## config.mk

```make
export PLATFORM = sky130hd
export DESIGN_NAME = lpm_entry_ctrl
export DESIGN_NICKNAME = d
export VERILOG_FILES = /design/src/rtl/lpm_pkg.sv /design/src/rtl/lpm_pin_sync.sv /design/src/rtl/lpm_entry_decode.sv /design/src/rtl/lpm_state_seq.sv /design/src/rtl/lpm_ctl_out.sv /design/src/rtl/lpm_entry_ctrl.sv
export SDC_FILE = /design/constraint.sdc
export NUM_CORES = 1
export LEC_CHECK = 0
export BUFFER_PORTS_ARGS = -buffer_cell sky130_fd_sc_hd__buf_2
export CAP_MARGIN = 20
export CORE_ASPECT_RATIO = 0.9
export CORE_UTILIZATION = 30
export DETAILED_ROUTE_END_ITERATION = 12
export MAX_ROUTING_LAYER = met4
export PLACE_DENSITY = 0.56
export SETUP_SLACK_MARGIN = 0.15
export SLEW_MARGIN = 20
export SYNTH_ARGS = -nofsm -noshare
export SYNTH_HDL_FRONTEND = slang
export SYNTH_SLANG_ARGS = --single-unit
```

## constraint.sdc

```tcl
create_clock -name clk -period 1.7 [get_ports clk]
set_input_delay 0 -clock clk [delete_from_list [all_inputs] [get_ports clk]]
set_output_delay 0 -clock clk [all_outputs]
set_load 0.03 [all_outputs]
```

## src/rtl/lpm_pkg.sv

```systemverilog
package lpm_pkg;

    typedef enum logic [2:0] {
        ST_ACTIVE = 3'd0,
        ST_SLEEP  = 3'd1,
        ST_SWSTBY = 3'd2,
        ST_HWSTBY = 3'd3,
        ST_RSTSEQ = 3'd4
    } pstate_t;

    typedef struct packed {
        logic stby_sel;
        logic low_spd;
        logic wdt_psel;
    } mode_bits_t;

    typedef enum logic [1:0] {
        REQ_NONE   = 2'd0,
        REQ_SLEEP  = 2'd1,
        REQ_SWSTBY = 2'd2,
        REQ_BAD    = 2'd3
    } entry_req_t;

    typedef struct packed {
        logic cpu_en;
        logic sys_en;
        logic prst;
        logic hold;
    } ctl_t;

    // Classify the control bits sampled with a sleep instruction.
    function automatic entry_req_t classify(input mode_bits_t m);
        entry_req_t r;
        if (m.low_spd)
            r = REQ_BAD;
        else if (!m.stby_sel)
            r = REQ_SLEEP;
        else if (!m.wdt_psel)
            r = REQ_SWSTBY;
        else
            r = REQ_BAD;
        return r;
    endfunction

    // Control outputs implied by each state.
    function automatic ctl_t ctl_of(input pstate_t s);
        ctl_t c;
        case (s)
            ST_ACTIVE: c = '{cpu_en: 1'b1, sys_en: 1'b1, prst: 1'b0, hold: 1'b0};
            ST_SLEEP:  c = '{cpu_en: 1'b0, sys_en: 1'b1, prst: 1'b0, hold: 1'b0};
            ST_SWSTBY: c = '{cpu_en: 1'b0, sys_en: 1'b0, prst: 1'b0, hold: 1'b1};
            ST_HWSTBY: c = '{cpu_en: 1'b0, sys_en: 1'b0, prst: 1'b1, hold: 1'b0};
            ST_RSTSEQ: c = '{cpu_en: 1'b0, sys_en: 1'b1, prst: 1'b1, hold: 1'b0};
            default:   c = '{cpu_en: 1'b0, sys_en: 1'b0, prst: 1'b1, hold: 1'b0};
        endcase
        return c;
    endfunction

endpackage

```

## src/rtl/lpm_pin_sync.sv

```systemverilog
module lpm_pin_sync #(
    parameter int STAGES = 2
) (
    input  logic clk,
    input  logic rst,
    input  logic pin_n,
    output logic pin_sync_n
);
    logic [STAGES-1:0] chain;

    always_ff @(posedge clk) begin
        if (rst)
            chain <= '1;
        else
            chain <= {chain[STAGES-2:0], pin_n};
    end

    assign pin_sync_n = chain[STAGES-1];
endmodule

```

## src/rtl/lpm_entry_decode.sv

```systemverilog
module lpm_entry_decode
    import lpm_pkg::*;
(
    input  logic       sleep_exec,
    input  logic       in_active,
    input  mode_bits_t bits,
    output entry_req_t req
);
    always_comb begin
        if (sleep_exec && in_active)
            req = classify(bits);
        else
            req = REQ_NONE;
    end
endmodule

```

## src/rtl/lpm_state_seq.sv

```systemverilog
module lpm_state_seq
    import lpm_pkg::*;
#(
    parameter int RST_CYCLES = 16,
    parameter int NUM_IRQ    = 8
) (
    input  logic               clk,
    input  logic               rst,
    input  logic               stby_ok,
    input  entry_req_t         req,
    input  logic [NUM_IRQ-1:0] irq_pend,
    input  logic               ext_irq,
    output pstate_t            state,
    output logic               bad_flag
);
    localparam int CW = (RST_CYCLES > 1) ? $clog2(RST_CYCLES) : 1;
    localparam logic [CW-1:0] CNT_LOAD = CW'(RST_CYCLES - 1);

    pstate_t       nxt;
    logic [CW-1:0] cnt, cnt_nxt;
    logic          any_irq;

    assign any_irq = (|irq_pend) | ext_irq;

    always_comb begin
        nxt     = state;
        cnt_nxt = cnt;
        if (!stby_ok) begin
            nxt = ST_HWSTBY;
        end else begin
            case (state)
                ST_ACTIVE: begin
                    if (req == REQ_SLEEP)       nxt = ST_SLEEP;
                    else if (req == REQ_SWSTBY) nxt = ST_SWSTBY;
                end
                ST_SLEEP:  if (any_irq) nxt = ST_ACTIVE;
                ST_SWSTBY: if (ext_irq) nxt = ST_ACTIVE;
                ST_HWSTBY: begin
                    nxt     = ST_RSTSEQ;
                    cnt_nxt = CNT_LOAD;
                end
                ST_RSTSEQ: begin
                    if (cnt == '0) nxt = ST_ACTIVE;
                    else           cnt_nxt = cnt - 1'b1;
                end
                default:   nxt = ST_ACTIVE;
            endcase
        end
    end

    always_ff @(posedge clk) begin
        if (rst) begin
            state    <= ST_ACTIVE;
            cnt      <= '0;
            bad_flag <= 1'b0;
        end else begin
            state    <= nxt;
            cnt      <= cnt_nxt;
            bad_flag <= stby_ok && (req == REQ_BAD);
        end
    end

    assert_sleep_entry_R1: assert property (@(posedge clk) disable iff (rst)
        (stby_ok && state == ST_ACTIVE && req == REQ_SLEEP) |=> (state == ST_SLEEP));

    assert_swstby_entry_R2: assert property (@(posedge clk) disable iff (rst)
        (stby_ok && state == ST_ACTIVE && req == REQ_SWSTBY) |=> (state == ST_SWSTBY));

    assert_bad_stays_R3: assert property (@(posedge clk) disable iff (rst)
        (stby_ok && req == REQ_BAD) |=> (state == ST_ACTIVE && bad_flag));

    assert_sleep_wake_R4: assert property (@(posedge clk) disable iff (rst)
        (stby_ok && state == ST_SLEEP && any_irq) |=> (state == ST_ACTIVE));

    assert_swstby_hold_R5: assert property (@(posedge clk) disable iff (rst)
        (stby_ok && state == ST_SWSTBY && !ext_irq) |=> (state == ST_SWSTBY));

    assert_hw_entry_R6: assert property (@(posedge clk) disable iff (rst)
        (!stby_ok) |=> (state == ST_HWSTBY));

    assert_hw_exit_R7: assert property (@(posedge clk) disable iff (rst)
        (stby_ok && state == ST_HWSTBY) |=> (state == ST_RSTSEQ));
endmodule

```

## src/rtl/lpm_ctl_out.sv

```systemverilog
module lpm_ctl_out
    import lpm_pkg::*;
#(
    parameter int NUM_MOD = 4
) (
    input  pstate_t            state,
    input  logic               stby_n,
    input  logic [NUM_MOD-1:0] mod_stop,
    output logic               cpu_clk_en,
    output logic               sys_clk_en,
    output logic [NUM_MOD-1:0] mod_clk_en,
    output logic               periph_rst,
    output logic               io_hold
);
    ctl_t c;

    assign c          = ctl_of(state);
    assign cpu_clk_en = c.cpu_en;
    assign sys_clk_en = c.sys_en;
    assign io_hold    = c.hold;
    // Pin path bypasses the synchronizer so peripherals reset at once.
    assign periph_rst = c.prst | ~stby_n;

    for (genvar i = 0; i < NUM_MOD; i++) begin : g_mod
        assign mod_clk_en[i] = c.sys_en & ~mod_stop[i];

        always_comb begin
            if (mod_stop[i])
                assert_mod_gated_R8: assert (!mod_clk_en[i]);
        end
    end

    always_comb begin
        if (!stby_n)
            assert_pin_prst_R6: assert (periph_rst);
    end
endmodule

```

## src/rtl/lpm_entry_ctrl.sv

```systemverilog
module lpm_entry_ctrl
    import lpm_pkg::*;
#(
    parameter int RST_CYCLES  = 16,
    parameter int NUM_IRQ     = 8,
    parameter int NUM_MOD     = 4,
    parameter int SYNC_STAGES = 2
) (
    input  logic               clk,
    input  logic               rst,
    input  logic               sleep_exec,
    input  logic               stby_sel,
    input  logic               low_spd_on,
    input  logic               wdt_psel,
    input  logic [NUM_IRQ-1:0] irq_pend,
    input  logic               ext_irq,
    input  logic               stby_n,
    input  logic [NUM_MOD-1:0] mod_stop,
    output logic               cpu_clk_en,
    output logic               sys_clk_en,
    output logic [NUM_MOD-1:0] mod_clk_en,
    output logic               periph_rst,
    output logic               io_hold,
    output logic [2:0]         pwr_state,
    output logic               mode_unsupported
);
    logic       stby_ok;
    entry_req_t req;
    pstate_t    state;
    mode_bits_t bits;

    assign bits = '{stby_sel: stby_sel, low_spd: low_spd_on, wdt_psel: wdt_psel};

    lpm_pin_sync #(.STAGES(SYNC_STAGES)) u_sync (
        .clk        (clk),
        .rst        (rst),
        .pin_n      (stby_n),
        .pin_sync_n (stby_ok)
    );

    lpm_entry_decode u_dec (
        .sleep_exec (sleep_exec),
        .in_active  (state == ST_ACTIVE),
        .bits       (bits),
        .req        (req)
    );

    lpm_state_seq #(.RST_CYCLES(RST_CYCLES), .NUM_IRQ(NUM_IRQ)) u_seq (
        .clk      (clk),
        .rst      (rst),
        .stby_ok  (stby_ok),
        .req      (req),
        .irq_pend (irq_pend),
        .ext_irq  (ext_irq),
        .state    (state),
        .bad_flag (mode_unsupported)
    );

    lpm_ctl_out #(.NUM_MOD(NUM_MOD)) u_out (
        .state      (state),
        .stby_n     (stby_n),
        .mod_stop   (mod_stop),
        .cpu_clk_en (cpu_clk_en),
        .sys_clk_en (sys_clk_en),
        .mod_clk_en (mod_clk_en),
        .periph_rst (periph_rst),
        .io_hold    (io_hold)
    );

    assign pwr_state = state;

    assert_ignore_sleep_R10: assert property (@(posedge clk) disable iff (rst)
        (stby_ok && state == ST_SWSTBY && sleep_exec && !ext_irq) |=> (pwr_state == 3'd2));
endmodule

```

# ---- Word level (Yosys, flattened, before mapping)
# Cells that the tools add are included.
dict set report classes {
  addsub 1
  eq_ne 16
  n_mux 14
  bitwise_logic 12
  n_reduce_logical 10
}
# cell count
set op_table {}
lappend op_table {{$pmux 4 s4} 1}
lappend op_table {{$mux 3} 5}
lappend op_table {{$pmux 3 s5} 1}
lappend op_table {{$ne 3x3->1 const B} 3}
lappend op_table {{$mux 2} 4}
lappend op_table {{$ne 2x2->1 const B} 4}
lappend op_table {{$pmux 4 s2} 1}
lappend op_table {{$reduce_and 4->1} 2}
lappend op_table {{$reduce_or 8->1} 1}
lappend op_table {{$eq 3x2->1 const B} 2}
lappend op_table {{$not 1->1} 6}
lappend op_table {{$and 1x1->1} 4}
lappend op_table {{$eq 2x2->1 const B} 2}
lappend op_table {{$logic_not 4->1} 1}
lappend op_table {{$mux 4} 1}
lappend op_table {{$ne 4x2->1 const B} 1}
lappend op_table {{$sub 4x1->4 const B} 1}
lappend op_table {{$eq 3x1->1 const B} 1}
lappend op_table {{$eq 3x3->1 const B} 1}
lappend op_table {{$logic_not 3->1} 1}
lappend op_table {{$ne 3x1->1 const B} 1}
lappend op_table {{$reduce_and 3->1} 1}
lappend op_table {{$eq 2x1->1 const B} 1}
lappend op_table {{$logic_and 1x1->1} 2}
lappend op_table {{4 further kinds} 5}
dict set report totals {
  ff_bits 10
  inputBits 20
  out_inout_bits 12
  elab_cells 58
}

# ---- Longest topological paths before layout
# Gate-level depths: netlist (run 1).
dict set report depth {
  depth_word 9
  mapped_depth 7
  mapped_depth_nobuf 6
}

# ---- By module
# From an unflattened synthesis (run 1), not the netlist that was laid out.
dict set report unflattened {
  hier_cells 70
  hier_area_um2 628.1
}
# mod n_inst cells_per_inst area_each_um2 seq_area_each_um2
set modules_own_cells {}
lappend modules_own_cells {lpm_state_seq 1 50 467.9 160.2}
lappend modules_own_cells {lpm_ctl_out 1 10 67.6 0.0}
lappend modules_own_cells {lpm_pin_sync 1 4 52.6 40.0}
lappend modules_own_cells {lpm_entry_decode 1 5 30.0 0.0}
lappend modules_own_cells {lpm_entry_ctrl 1 1 10.0 0.0}

# ---- Least setup slack after synthesis (run 1)
# Ideal clock, no wire load.
dict set report synth_timing {
  kind {flip-flop to flip-flop}
  startpoint {reg u_seq.state[1]}
  endpoint {reg u_seq.state[1]}
  setup_time_ns 0.074
  arrival_time_ns 2.328
  setup_slack_ns -0.702
  stages_incl_launch_ff 8
  period_less_slack_ns 2.402
  path_cell_list {dfxtp_1 -> buf_2 -> nor3_2 -> nand2_1 -> or2_2 -> ha_1 -> or3b_1 -> a31oi_1}
}
dict set report synth_via {
  elab_chain_cells 7
  word_cells_on_any_way 17
  classes_between {10 x eq/ne; 4 x mux; 3 x reduce/logical}
}
# element line
set synth_lines {}
lappend synth_lines {{from (decl)} lpm_state_seq.sv:13} ;# output pstate_t state,
lappend synth_lines {{from (signal assigned)} lpm_state_seq.sv:57} ;# state <= nxt;
lappend synth_lines {{$logic_not 3->1} {lpm_state_seq.sv:31, lpm_entry_ctrl.sv:43}}
lappend synth_lines {{$logic_and 1x1->1} lpm_entry_decode.sv:10} ;# if (sleep_exec && in_active)
lappend synth_lines {{$mux 2} lpm_entry_decode.sv:10}
lappend synth_lines {{$eq 2x1->1} lpm_state_seq.sv:33} ;# if (req == REQ_SLEEP) nxt = ST_SLEEP;
lappend synth_lines {{$mux 3} lpm_state_seq.sv:33}
lappend synth_lines {{$pmux 3 s5} lpm_state_seq.sv:31} ;# case (state)
lappend synth_lines {{$mux 2} lpm_state_seq.sv:28} ;# if (!stby_ok) begin
# Several ways; a longest one is shown, not always the timed one.
# A chain may end at the register's enable or synchronous reset.

# ---- Worst setup path after layout (run 1)
dict set report layout_timing {
  startpoint {reg u_seq.state[0]}
  endpoint {reg u_seq.state[1]}
}
# Same word-level chain as after synthesis.

==> results.toml, run 1 <==
[yosys]
yosys_warnings = 0
yosys_register_bits = 10
ys_seq_area_share_pct = 33.7
number_of_synthesized_flops_with_an_enable_pin = 0
synthTopCellsByArea = "sky130_fd_sc_hd__dfxtp_1 34%, sky130_fd_sc_hd__ha_1 8.4%, sky130_fd_sc_hd__nor2_1 5.7%, sky130_fd_sc_hd__a41o_1 5.1%, sky130_fd_sc_hd__inv_1 3.8%"
synth-main-ff-cell = "sky130_fd_sc_hd__dfxtp_1"
synth_async_sr_flop_share_pct = 0
area_share_of_the_largest_cell_type_after_synthesis_pct = 33.7
synth_top_cells_by_count = "10 x sky130_fd_sc_hd__dfxtp_1, 9 x sky130_fd_sc_hd__nor2_1, 6 x sky130_fd_sc_hd__inv_1, 4 x sky130_fd_sc_hd__ha_1"
synthesis.nets = 93
post-synth-top-count-cell = "sky130_fd_sc_hd__dfxtp_1"
netlist_area_sq_um = 594
synth_top_area_cell = "sky130_fd_sc_hd__dfxtp_1"
synth_cell_types = 30
synth_cells = 69
syn_area_per_cell_sq_um = 8.61

[worst_setup_path]
cp-end-kind = "register"
cp_max_fo = 3
setup.worst_path.start_class = "register"
cp_data_required_time_ns = 1.89
regToRegSetupSlack_ns = 0.04
worst-endpoint-arrival_ns = 1.85
crit_type = "register to register"

[grt]
grt_pass1_wl_mm = 2.42
grt_antenna_before_repair = 0
globalRouteOverflowTotal = 0
grt_pass1_vias = 602
grt_start_max_net_pins = 11
groute.usage.overall_pct = 15.0

[route]
remaining_drc_errors = 0
detail_route.first_pass.iterations = 4
vias = 638
finalWirelength_mm = 1.46
drtIter0Drc = 5
detail-route-antenna-nets = 0
vias_per_cell = 4.83
route.detailed.wl_per_inst_um = 11.1

[cts]
post-cts-setup-buffers = 0
cts_max_level = 1
ctsLongestPathBuffers = 2
worst_setup_hold_path_clk_slew_ns = 0.06
worst_skew_pair.late_latency_ns = 0.26
cts_tree = "yes"
clock_buffer_count_from_cts = 3
clockRootBuffer = "sky130_fd_sc_hd__clkbuf_4"
cts_sinks = 10

[outcome]
outcome = "finished clean"

[floorplan]
fp.dieH_um = 44.2
dieArea_sq_um = 2160
io_pins = 32
initial_utilization_pct = 33.6
die_w_um = 48.9
core_ar_sq_um = 1770
fp-row-count = 14

[timing]
post_route_fraction_of_the_period_consumed_by_the_critical_path_pct = 97.7
post-route-min-period_ns = 1.66
hold_slack_ns = 0.0232
endpoints_failing_setup = 0
timing_worst_slew_pin_value_ns = 0.394
clock_skew_ns = 0.00199
relSlewSlack_pct = 73.7
max_slew_violation_count = 0
finalWorstSetupSlack_ns = 0.0385
rsz0062_at_grt = "true"
max_freq_mhz = 602
finalHoldViolCount = 0

[finish]
fraction_of_layout_instances_using_a_drive_strength_above_1_pct = 51.9
syn_to_final_growth_pct = 53.1
nets = 133
num_antenna_cells = 0

[place]
dp.final_hpwl_mm = 1.12
dp_worst_setup_slack_ns = 0.0370
gp_routability_congestion = 0.722
portBuffers = 31

[pwr]
p_leak_nw = 0.418
irDropWorstVdd_uv = 322
power_density_nw_per_um2 = 840
fin_total_pwr_mw = 0.764

[run]
drv_cap = 0

[hold_path]
hp-class = "input port to register"
flip-flops by register name, summed over array words and instances (netlist names):
name and count:
u_sync.chain 2, u_seq.cnt 4, u_seq.bad_flag 1, u_seq.state 3
cell type report:
type / count / area, sq um
clock buffers: 4 / 36.3
repair buffers: 38 / 210
inverters: 6 / 22.5
flip-flops and latches: 10 / 205
well taps: 24 / 30.0
fillers: 171 / 860
multi-input cells: 50 / 405
through the flow:
| stage | setup TNS, ns | cells | util (%) | area (sq um) |
|---|---|---|---|---|
| 2_1_floorplan | -0.483 | 69 | - | 632 |
| 3_3_place_gp | 0 | 127 | 47.6 | 842 |
| 3_5_place_dp | 0 | 127 | 47.6 | 842 |
| 4_1_cts | 0 | 132 | 50.8 | 898 |
| 5_1_grt | -0.0294 | 132 | 51.4 | 910 |
| 6_report | 0 | 132 | 51.4 | 910 |
layer usage:
metal  GRT usage, %  share of wire, %
met4           7.06               1.3
met2           24.7                43
met3           2.75               6.5
met5              -                 0
met1           17.8                49
worst max-delay path, cell delays in order, from the launching register on:
cell and delay, ns:
sky130_fd_sc_hd__dfxtp_2 0.33, sky130_fd_sc_hd__nor3_4 0.20, sky130_fd_sc_hd__nand2_2 0.10, sky130_fd_sc_hd__or2_4 0.25
sky130_fd_sc_hd__ha_4 0.21, sky130_fd_sc_hd__or3b_1 0.34, sky130_fd_sc_hd__a31oi_1 0.15
cell families (layout without fill, tap and decap cells):
| kind of cell | count (synthesis) | after routing | share of synthesized area (%) |
|---|---|---|---|
| and+or+nand+nor | 31 | 31 | 31.2 |
| AOI/OAI and AO/OA | 15 | 15 | 20.6 |
| DFF | 10 | 10 | 33.7 |
| buffers and inverters | 9 | 48 | 6.10 |
| adders and majority gates | 4 | 4 | 8.42 |
power by group:
part	switching, mW	leakage, nW	internal [mW]
logic	0.175	0.315	0.119
registers	0.0109	0.0826	0.249
clock network	0.0792	0.0210	0.130
total	0.266	0.418	0.499
repair_timing:
item,4_1_cts,5_1_grt
hold buffers,1,0
endpoints found under the setup margin,4,7
pin swaps,2,1
endpoints found under the hold margin,1,0
resized for setup,2,3
worst paths after layout:
kind	end	from	cells past startpoint
max	u_seq.state[1]$_SDFFE_PP0P_	u_seq.state[0]$_SDFFE_PP0P_	6
min	u_seq.cnt[2]$_SDFFE_PP0P_	rst	2
max reg2reg	u_seq.state[1]$_SDFFE_PP0P_	u_seq.state[0]$_SDFFE_PP0P_	6
min reg2reg	u_sync.chain[1]$_SDFF_PP1_	u_sync.chain[0]$_SDFF_PP1_	1
layout by cell type (no fill, tap or decap), types with 2 or more instances in the layout:
master	n
sky130_fd_sc_hd__a21oi_1	2
sky130_fd_sc_hd__a221oi_2	2
sky130_fd_sc_hd__a31oi_1	2
sky130_fd_sc_hd__a41o_1	3
sky130_fd_sc_hd__buf_2	31
sky130_fd_sc_hd__buf_4	6
sky130_fd_sc_hd__clkbuf_4	3
sky130_fd_sc_hd__dfxtp_1	8
sky130_fd_sc_hd__ha_1	2
sky130_fd_sc_hd__inv_1	6
sky130_fd_sc_hd__nand2_1	2
sky130_fd_sc_hd__nand3_1	2
sky130_fd_sc_hd__nor2_1	9
sky130_fd_sc_hd__nor3_1	3
sky130_fd_sc_hd__or2_2	2
Power figures use the tool's default switching activity.
==> run 2, diff against run 1 <==
--- a/config.mk
+++ b/config.mk
@@ -5,13 +5,14 @@
 export SDC_FILE = /design/constraint.sdc
 export NUM_CORES = 1
 export LEC_CHECK = 0
+export ABC_AREA = 1
 export BUFFER_PORTS_ARGS = -buffer_cell sky130_fd_sc_hd__buf_2
 export CAP_MARGIN = 20
 export CORE_ASPECT_RATIO = 0.9
 export CORE_UTILIZATION = 30
 export DETAILED_ROUTE_END_ITERATION = 12
 export MAX_ROUTING_LAYER = met4
-export PLACE_DENSITY = 0.56
+export PLACE_DENSITY = 0.54
 export SETUP_SLACK_MARGIN = 0.15
 export SLEW_MARGIN = 20
 export SYNTH_ARGS = -nofsm -noshare
==> run 2 against run 1 <==
Against the previous run:
- flip-flop and latch count unchanged
- clock power decreased by 14%
- final cell count increased by 30%
- die area increased by 13%
- total power increased by 25%
- non-clock buffer count increased by 5
- utilization increased by 0.42 points
- worst setup slack improved by 0.031 ns
- global-route usage increased by 1.0 points
- largest cell class unchanged
==> results.toml, run 2 <==
[route]
vias_per_cell = 4.36
drtIter0Drc = 16
finalWirelength_mm = 1.65
vias = 746
detail-route-antenna-nets = 0
route.detailed.wl_per_inst_um = 9.67
remaining_drc_errors = 0
detail_route.first_pass.iterations = 4

[yosys]
number_of_synthesized_flops_with_an_enable_pin = 0
synthTopCellsByArea = "sky130_fd_sc_hd__dfxtp_1 30%, sky130_fd_sc_hd__inv_1 13%, sky130_fd_sc_hd__nor2_1 8.9%, sky130_fd_sc_hd__nand2_1 8.4%, sky130_fd_sc_hd__ha_1 7.4%"
synth_top_area_cell = "sky130_fd_sc_hd__dfxtp_1"
yosys_warnings = 0
netlist_area_sq_um = 673
post-synth-top-count-cell = "sky130_fd_sc_hd__inv_1"
synth_top_cells_by_count = "23 x sky130_fd_sc_hd__inv_1, 16 x sky130_fd_sc_hd__nor2_1, 15 x sky130_fd_sc_hd__nand2_1, 10 x sky130_fd_sc_hd__dfxtp_1, 7 x sky130_fd_sc_hd__nand3_1"
synthesis.nets = 123
syn_area_per_cell_sq_um = 6.80
ys_seq_area_share_pct = 29.7
area_share_of_the_largest_cell_type_after_synthesis_pct = 29.7
synth_async_sr_flop_share_pct = 0
synth_cells = 99
synth-main-ff-cell = "sky130_fd_sc_hd__dfxtp_1"
yosys_register_bits = 10
synth_cell_types = 21

[pwr]
fin_total_pwr_mw = 0.953
p_leak_nw = 0.558
power_density_nw_per_um2 = 915
irDropWorstVdd_uv = 597

[finish]
most_common_library_cell_in_the_layout_ignoring_fill_and_taps = "sky130_fd_sc_hd__buf_2"
post-route-cell-area_sq_um = 1040
largest_register_ffs = 4
registers.top_by_ff_count = "u_seq.cnt"
fill_cells = 201
fraction_of_layout_instances_using_a_drive_strength_above_1_pct = 45.2
nets = 171
num_antenna_cells = 0
post_layout_nonfiller_instances = 171
syn_to_final_growth_pct = 54.6
layout_common_cells = "31 x sky130_fd_sc_hd__buf_2, 20 x sky130_fd_sc_hd__inv_1, 14 x sky130_fd_sc_hd__nor2_1, 13 x sky130_fd_sc_hd__nand2_1, 10 x sky130_fd_sc_hd__buf_4"
reg.largest.list = "u_seq.cnt x4, u_seq.state x3, u_sync.chain x2"

[worst_setup_path]
cp_max_fo = 2
regToRegSetupSlack_ns = 0.07
worst_reg2reg_endpoint = "u_seq.state[1]$_SDFFE_PP0P_"
cp_data_required_time_ns = 1.92
crit_type = "register to register"
worst-endpoint-arrival_ns = 1.85
setup.worst_path.start_class = "register"
cp-end-kind = "register"
r2r.worst_path.cells = 13
worst_r2r_startpoint = "u_seq.state[1]$_SDFFE_PP0P_"

[floorplan]
fp.dieH_um = 46.9
fp-row-count = 15
dieArea_sq_um = 2440
io_pins = 32
die_w_um = 51.9
core_ar_sq_um = 2010
initial_utilization_pct = 33.5

[outcome]
outcome = "finished clean"

[timing]
timing_worst_slew_pin_value_ns = 0.285
post_route_fraction_of_the_period_consumed_by_the_critical_path_pct = 95.9
finalHoldViolCount = 0
endpoints_failing_setup = 0
clock_skew_ns = 0.0106
max_freq_mhz = 613
post-route-min-period_ns = 1.63
relSlewSlack_pct = 80.9
max_slew_violation_count = 0
rsz0062_at_grt = "true"

[hold_path]
worstHoldPathCells = 6
worstHoldStart = "ext_irq"
worst_hold_path.endpoint = "u_seq.state[1]$_SDFFE_PP0P_"
hp-class = "input port to register"

[cts]
worst_skew_pair.late_latency_ns = 0.27
clock_buffer_count_from_cts = 3
cts_tree = "yes"
cts_sinks = 10
cts_max_level = 1
worst_setup_hold_path_clk_slew_ns = 0.08
clockRootBuffer = "sky130_fd_sc_hd__clkbuf_4"
ctsLongestPathBuffers = 2

[grt]
groute.usage.overall_pct = 16.0
grt_start_max_net_pins = 8
grt_pass1_wl_mm = 2.75
globalRouteOverflowTotal = 0
grt_antenna_before_repair = 0
grt_pass1_vias = 667

[place]
dp.final_hpwl_mm = 1.27
dpl.cell_count = 158
gp_routability_congestion = 0.755
dpl_cell_area_sq_um = 907
portBuffers = 31

[run]
drv_cap = 0
-- run 2: cell types whose count changed in the layout (fill, tap and decap cells not counted), sizes merged, moves of 3 or more --
cell	previous run	this run
a41o	3	0
a31oi	3	0
nor2	9	16
nand2	3	18
buf	37	41
inv	6	24
nand3	2	7
-- run 2: repair_timing --
action                     CTS  global route
hold endpoints to repair     4             0
setup endpoints to repair    2             6
buffers inserted             5             2
hold buffers                 2             0
resized for setup            1             6
pin swaps                    6             6
-- run 2: per-layer routing --
layer	GRT usage [%]	share of wire, %	vias to the layer above
met5	-	0	-
met4	4.86	0.73	0
met3	5.50	6.3	2
met2	25.9	47	24
met1	18.8	46	320
li1	-	-	400
-- run 2: worst max-delay path, cell delays in order, from the launching register on --
cell	delay, ns
sky130_fd_sc_hd__dfxtp_4	0.36
sky130_fd_sc_hd__nor2_4	0.12
sky130_fd_sc_hd__nand2_2	0.08
sky130_fd_sc_hd__inv_4	0.06
sky130_fd_sc_hd__nand2_4	0.06
sky130_fd_sc_hd__a21oi_4	0.13
sky130_fd_sc_hd__inv_2	0.07
sky130_fd_sc_hd__buf_4	0.13
sky130_fd_sc_hd__ha_1	0.17
sky130_fd_sc_hd__nor2_1	0.12
sky130_fd_sc_hd__nand4_1	0.10
sky130_fd_sc_hd__nand3_1	0.07
sky130_fd_sc_hd__nand2_1	0.05
sky130_fd_sc_hd__inv_1	0.05
-- run 2: cell families after synthesis --
group / count (synthesis) / synth area share [%]
fa+ha+maj: 4 / 7.44
compound gates: 7 / 8.92
xor+xnor: 2 / 2.60
simple gates: 52 / 37.9
buf+inv: 24 / 13.4
flops: 10 / 29.7
-- run 2: area by class of cell --
class                           instances  area [sq um]  area share (%)
Timing Repair Buffer                   43           250            24.0
Inverter                               24          92.6            8.89
Multi-Input combinational cell         65           432            41.5
Tap cell                               25          31.3            3.00
Clock buffer                            4          26.3            2.52
Sequential cell                        10           209            20.1
-- run 2: per-stage QoR --
stage	setup slack [ns]	hold WS (ns)	utilization, %	TNS (ns)
3_3_place_gp	0.0998	0.212	45.2	0
4_1_cts	0.117	0.158	49.5	0
3_5_place_dp	0.0687	0.215	45.2	0
6_report	0.0695	0.158	51.8	0
5_1_grt	-0.0655	0.218	51.8	-0.107
2_1_floorplan	0.0166	0.0624	-	0
-- run 2: worst max-delay path by stage --
stage / from / to / slack, ns / cells past startpoint
final: u_seq.state[1]$_SDFFE_PP0P_ / u_seq.state[1]$_SDFFE_PP0P_ / 0.07 / 13
after global routing: u_seq.state[1]$_SDFFE_PP0P_ / u_seq.state[1]$_SDFFE_PP0P_ / -0.07 / 13
after floorplan: u_seq.state[1]$_SDFFE_PP0P_ / u_seq.state[0]$_SDFFE_PP0P_ / 0.02 / 14
after global placement: u_seq.state[1]$_SDFFE_PP0P_ / u_seq.state[1]$_SDFFE_PP0P_ / 0.1 / 14
after detailed placement: u_seq.state[1]$_SDFFE_PP0P_ / u_seq.state[1]$_SDFFE_PP0P_ / 0.07 / 14
after CTS: u_seq.state[2]$_SDFFE_PP0P_ / u_seq.state[1]$_SDFFE_PP0P_ / 0.12 / 14
-- run 2: power by group --
part           switching [mW]  internal [mW]  total, mW
Combinational           0.306          0.196      0.502
Sequential             0.0155          0.255      0.271
Clock                  0.0886         0.0908      0.179
